<file path="src/rtl/prio_arb_pkg.sv">
package prio_arb_pkg;

    localparam int PRIO_W = 8;
    localparam int ID_W   = 10;
    localparam int RUN_W  = PRIO_W + 1;

    localparam logic [ID_W-1:0]   NONE_ID  = '1;
    localparam logic [PRIO_W-1:0] MASK_RST = 8'hF0;

    typedef struct packed {
        logic              valid;
        logic [PRIO_W-1:0] prio;
        logic [ID_W-1:0]   id;
    } cand_t;

    typedef enum logic [2:0] {
        CS_OFF,
        CS_EMPTY,
        CS_MASKED,
        CS_HELD,
        CS_REQ
    } cpu_state_e;

    // Left operand carries the lower IDs; it is kept on a tie.
    function automatic cand_t cand_pick(input cand_t lo, input cand_t hi);
        cand_t r;
        if (!lo.valid)
            r = hi;
        else if (!hi.valid)
            r = lo;
        else if (hi.prio < lo.prio)
            r = hi;
        else
            r = lo;
        return r;
    endfunction

endpackage

</file>
<file path="src/rtl/prio_route.sv">
module prio_route
    import prio_arb_pkg::*;
#(
    parameter int NUM_IRQ = 64,
    parameter int BANKED  = 32
) (
    input  logic [BANKED*PRIO_W-1:0]           bank_prio,
    input  logic [(NUM_IRQ-BANKED)*PRIO_W-1:0] shared_prio,
    output logic [NUM_IRQ*PRIO_W-1:0]          prio_vec
);

    for (genvar k = 0; k < NUM_IRQ; k++) begin : g_src
        if (k < BANKED) begin : g_bank
            assign prio_vec[k*PRIO_W +: PRIO_W] = bank_prio[k*PRIO_W +: PRIO_W];
        end else begin : g_share
            assign prio_vec[k*PRIO_W +: PRIO_W] = shared_prio[(k-BANKED)*PRIO_W +: PRIO_W];
        end
    end

endmodule

</file>
<file path="src/rtl/irq_cand_tree.sv">
module irq_cand_tree
    import prio_arb_pkg::*;
#(
    parameter int NUM_IRQ = 64
) (
    input  logic [NUM_IRQ-1:0]        cand_ok,
    input  logic [NUM_IRQ*PRIO_W-1:0] prio_vec,
    output cand_t                     best
);

    localparam int DEPTH  = (NUM_IRQ > 1) ? $clog2(NUM_IRQ) : 0;
    localparam int LEAVES = 1 << DEPTH;

    for (genvar lvl = 0; lvl <= DEPTH; lvl++) begin : g_lvl
        cand_t node [LEAVES >> lvl];
        if (lvl == 0) begin : g_leaf
            for (genvar k = 0; k < LEAVES; k++) begin : g_k
                if (k < NUM_IRQ) begin : g_real
                    assign node[k].valid = cand_ok[k];
                    assign node[k].prio  = prio_vec[k*PRIO_W +: PRIO_W];
                    assign node[k].id    = ID_W'(k);
                end else begin : g_pad
                    assign node[k] = '0;
                end
            end
        end else begin : g_cmp
            for (genvar j = 0; j < (LEAVES >> lvl); j++) begin : g_j
                assign node[j] = cand_pick(g_lvl[lvl-1].node[2*j], g_lvl[lvl-1].node[2*j+1]);
            end
        end
    end

    assign best = g_lvl[DEPTH].node[0];

endmodule

</file>
<file path="src/rtl/cpu_req_fsm.sv">
module cpu_req_fsm
    import prio_arb_pkg::*;
(
    input  logic              clk,
    input  logic              rst_n,
    input  logic              gate_en,
    input  cand_t             win,
    input  logic              mask_wr,
    input  logic [PRIO_W-1:0] mask_wdata,
    input  logic [RUN_W-1:0]  run_prio,
    output logic [ID_W-1:0]   hp_id,
    output logic              irq_req,
    output logic [PRIO_W-1:0] mask_val
);

    cpu_state_e        state_q, state_d;
    logic [ID_W-1:0]   id_q, id_d;
    logic [PRIO_W-1:0] mask_q;

    always_comb begin
        if (!gate_en)
            state_d = CS_OFF;
        else if (!win.valid)
            state_d = CS_EMPTY;
        else if (win.prio > mask_q)
            state_d = CS_MASKED;
        else if ({1'b0, win.prio} >= run_prio)
            state_d = CS_HELD;
        else
            state_d = CS_REQ;
    end

    always_comb begin
        unique case (state_d)
            CS_HELD, CS_REQ: id_d = win.id;
            default:         id_d = NONE_ID;
        endcase
    end

    always_ff @(posedge clk) begin
        if (!rst_n) begin
            state_q <= CS_OFF;
            id_q    <= NONE_ID;
        end else begin
            state_q <= state_d;
            id_q    <= id_d;
        end
    end

    always_ff @(posedge clk) begin
        if (!rst_n)
            mask_q <= MASK_RST;
        else if (mask_wr)
            mask_q <= mask_wdata;
    end

    always_comb begin
        hp_id    = id_q;
        mask_val = mask_q;
        unique case (state_q)
            CS_REQ:  irq_req = 1'b1;
            default: irq_req = 1'b0;
        endcase
    end

endmodule

</file>
<file path="src/rtl/prio_arbiter.sv">
module prio_arbiter
    import prio_arb_pkg::*;
#(
    parameter int NUM_IRQ = 64,
    parameter int NUM_CPU = 2,
    parameter int BANKED  = 32
) (
    input  logic                                clk,
    input  logic                                rst_n,
    input  logic                                dist_en,
    input  logic [NUM_CPU-1:0]                  cpu_en,
    input  logic [NUM_IRQ-1:0]                  irq_en,
    input  logic [NUM_CPU*NUM_IRQ-1:0]          irq_pend,
    input  logic [NUM_CPU*BANKED*PRIO_W-1:0]    prio_bank,
    input  logic [(NUM_IRQ-BANKED)*PRIO_W-1:0]  prio_shared,
    input  logic [NUM_CPU-1:0]                  mask_wr,
    input  logic [PRIO_W-1:0]                   mask_wdata,
    input  logic [NUM_CPU*RUN_W-1:0]            run_prio,
    output logic [NUM_CPU*ID_W-1:0]             hp_id,
    output logic [NUM_CPU-1:0]                  irq_req
);

    localparam int BANK_SLICE = BANKED * PRIO_W;

    logic [NUM_CPU*PRIO_W-1:0] mask_flat;

    for (genvar c = 0; c < NUM_CPU; c++) begin : g_cpu
        logic [NUM_IRQ*PRIO_W-1:0] prio_vec;
        logic [NUM_IRQ-1:0]        cand_ok;
        cand_t                     win;

        assign cand_ok = irq_en & irq_pend[c*NUM_IRQ +: NUM_IRQ];

        prio_route #(
            .NUM_IRQ (NUM_IRQ),
            .BANKED  (BANKED)
        ) u_route (
            .bank_prio   (prio_bank[c*BANK_SLICE +: BANK_SLICE]),
            .shared_prio (prio_shared),
            .prio_vec    (prio_vec)
        );

        irq_cand_tree #(
            .NUM_IRQ (NUM_IRQ)
        ) u_tree (
            .cand_ok  (cand_ok),
            .prio_vec (prio_vec),
            .best     (win)
        );

        cpu_req_fsm u_fsm (
            .clk        (clk),
            .rst_n      (rst_n),
            .gate_en    (dist_en & cpu_en[c]),
            .win        (win),
            .mask_wr    (mask_wr[c]),
            .mask_wdata (mask_wdata),
            .run_prio   (run_prio[c*RUN_W +: RUN_W]),
            .hp_id      (hp_id[c*ID_W +: ID_W]),
            .irq_req    (irq_req[c]),
            .mask_val   (mask_flat[c*PRIO_W +: PRIO_W])
        );
    end

endmodule

</file>
<file path="config.mk">
export PLATFORM = sky130hd
export DESIGN_NAME = prio_arbiter
export DESIGN_NICKNAME = d
export VERILOG_FILES = /design/src/rtl/prio_arb_pkg.sv /design/src/rtl/prio_route.sv /design/src/rtl/irq_cand_tree.sv /design/src/rtl/cpu_req_fsm.sv /design/src/rtl/prio_arbiter.sv
export SDC_FILE = /design/constraint.sdc
export NUM_CORES = 2
export LEC_CHECK = 0
export BUFFER_PORTS_ARGS = -buffer_cell sky130_fd_sc_hd__buf_2
export CORE_AREA = 2 2 399 401
export CTS_BUF_LIST = sky130_fd_sc_hd__clkbuf_8 sky130_fd_sc_hd__clkbuf_16
export DETAILED_ROUTE_END_ITERATION = 8
export DIE_AREA = 0 0 401 403
export SLEW_MARGIN = 10
export SYNTH_ARGS = -nofsm -noshare
export SYNTH_HDL_FRONTEND = slang
export SYNTH_SLANG_ARGS = --single-unit
</file>
<file path="constraint.sdc">
create_clock -name clk -period 19.8 [get_ports clk]
set_input_delay 3.96 -clock clk [delete_from_list [all_inputs] [get_ports clk]]
set_output_delay 3.96 -clock clk [all_outputs]
set_load 0.02 [all_outputs]
</file>
==> flow_summary.ini <==
[critical_path]
rrSetupSlack_ps = 17210
critPathKind = input port to flop
worstPathArrival_ps = 18630
crit_slowest_cell = a2111oi_1
end_kind = flop
crit_required_ps = 19980
start_kind = input port
worstPathMaxFanout = 15
cp_slowest_stage_delay_ps = 650

[detailed_routing]
totalWireLength_um = 186000
ant_nets = 0
drc = 0
vias = 44600
via_per_inst = 5.25
drtIter0Drc = 2587
dr.pass1.iters = 7
post_drt_wl_per_cell_um = 21.9

[floorplan]
die_height_um = 403
dieArea_sq_um = 162000
ios = 1015
core_area_sq_um = 157000
initial_core_util = 0.239
die_x_um = 401
num_rows = 146

[logic_synthesis]
netlist.area_leader.share = 0.257
ys.flop_type = dfxtp_1
ys_types = 91
synth_common_cells = ha_1, inv_1, a21oi_1
syn_area_per_cell_sq_um = 6.94
yosysWarnings = 0
synth_edf_count = 0
synth_most_common_cell = ha_1
synth_nets = 7183
yosysSeqAreaShare = 0.0192
synth_async_sr_flop_share = 0
ys_ff_latch = 36
synth_cells = 5418
synth_largest_area_cell = ha_1
syn-cell-area_sq_um = 37600
netlist_top_cells_area = ha_1, mux2i_1, a21oi_1

[finish]
drive_gt1_frac = 0.204
finalNonFillerCells = 8494
synthToLayoutAreaGrowth_pct = 20.8
num-fill-cells = 17300
finalInstanceArea_sq_um = 45500
nets = 8127

[global_route]
track_usage = 0.218
first_global_vias = 43300
gr-total-overflow = 0
grt_first_pass_wirelength_um = 269000
grt_max_degree = 20
antenna_found_initial = 95

[sta]
timing.fmax_mhz = 54.2
fin_worst_skew_ps = 6.60
rsz0062_at_grt = false
hold_viol_final = 0
setup-tns-final_ps = 0
slew_viol_final = 0
relSlewSlack = 0.195
fin_crit_sh = 0.932
worst_pin_slew_ps = 1200
min_period_ps = 18450
setup_viol = 0
layout_setup_ws_ps = 1350

[clock_tree]
clk_latency_ps = 290
clk_pin_slew_ps = 60
cts_setup_buffers = 0
root_buffer = clkbuf_16
cts.sink_count = 36
cts_tree = done
htree_levels = 2
cts_buffers = 5
clockBufferDepth = 2

[pwr]
leakagePower_nw = 23.6
peakVddDrop_v = 0.000146
power.density_nw_per_um2 = 86.7
p_total_w = 0.00394

[placement]
placed_cell_area_sq_um = 45100
gp_congestion = 1.06
pre_cts_ws_ps = 613
portBuffers = 1014
dp_hpwl_um = 170000
placedCellCount = 8427

[worst_hold_path]
min_path_type = flop to flop

[outcome]
status = completed

[run]
drv_cap = 0
## flip-flops by register name, indices dropped and copies added, names as in the netlist
name,cells
g_cpu.u_fsm.state_q,6
g_cpu.u_fsm.mask_val,16
g_cpu.u_fsm.hp_id,14
## per-stage QoR
| stage | hold slack (ps) | util |
|---|---|---|
| floorplan | 459 | - |
| global placement | 481 | 0.287 |
| detailed placement | 483 | 0.287 |
| CTS | 495 | 0.288 |
| global route | 516 | 0.289 |
| finish | 488 | 0.289 |
## layout make-up
cell class,count,area [sq um],area share
multi-input combinational,4620,34000,0.748
timing repair buffer,1059,5410,0.119
tap,2072,2590,0.0570
inverter,640,2400,0.0528
sequential,36,721,0.0159
antenna,59,148,0.00325
clock buffer,5,125,0.00275
clock inverter,3,46.3,0.00102
## what timing repair did
action	CTS	global route
hold buffers	0	0
resized for setup	0	5
setup endpoints to repair	0	11
## power by group
| part | internal, W | switching, W |
|---|---|---|
| combinational | 0.00149 | 0.00226 |
| clock | 0.0000599 | 0.0000354 |
| sequential | 0.0000826 | 0.00000907 |
| total | 0.00163 | 0.00231 |
## cell families after synthesis
group           count (synthesis)  share of synthesized area
fa+ha+maj                     783                      0.260
flops                          36                     0.0192
mux                           553                      0.153
buf+inv                       762                     0.0775
compound gates               1709                      0.292
simple gates                 1575                      0.199
## layout by cell type (no fill, tap or decap), types with 58 or more instances in the layout
master    Yosys  layout
o21a_1       74      74
nor2_1      460     460
a21oi_1     543     542
ha_1        772     772
nor2b_1     102     102
nand2b_1     73      73
inv_1       639     639
a21o_1      157     157
buf_2         7    1014
nand4_1      75      75
mux2i_1     385     385
mux2_2      161     161
diode_2       0      59
o211ai_1     75      75
o21ai_0     342     341
nor3_1       71      70
a211oi_1     58      58
nand2_1     448     448
nand3_1     125     125
## metal layers
metal / vias to the layer above / GRT usage / wire [um]
met5: - / 0 / 304
met4: 42 / 0.0800 / 7910
met3: 345 / 0.0451 / 12600
met2: 1510 / 0.380 / 87800
met1: 20800 / 0.261 / 77800
li1: 21900 / - / -
## critical path: cells and delay by family
| kind | cells | cell delay, ps |
|---|---|---|
| AOI/OAI and AO/OA | 31 | 7270 |
| adders and majority gates | 7 | 2000 |
| buffers and inverters | 5 | 710 |
| and+or+nand+nor | 16 | 3370 |
| muxes | 4 | 1260 |
## final timing paths
path | end | startpoint | cells after the start
setup reg to reg | g_cpu[0].u_fsm.hp_id[2] | g_cpu[0].u_fsm.mask_val[1] | 13
hold / removal | g_cpu[1].u_fsm.mask_val[7] | g_cpu[1].u_fsm.mask_val[7] | 2
hold reg to reg | g_cpu[1].u_fsm.mask_val[7] | g_cpu[1].u_fsm.mask_val[7] | 2
setup / recovery | g_cpu[0].u_fsm.hp_id[2] | prio_shared[36] | 63
Note: power is estimated with default switching activity, not from simulation.
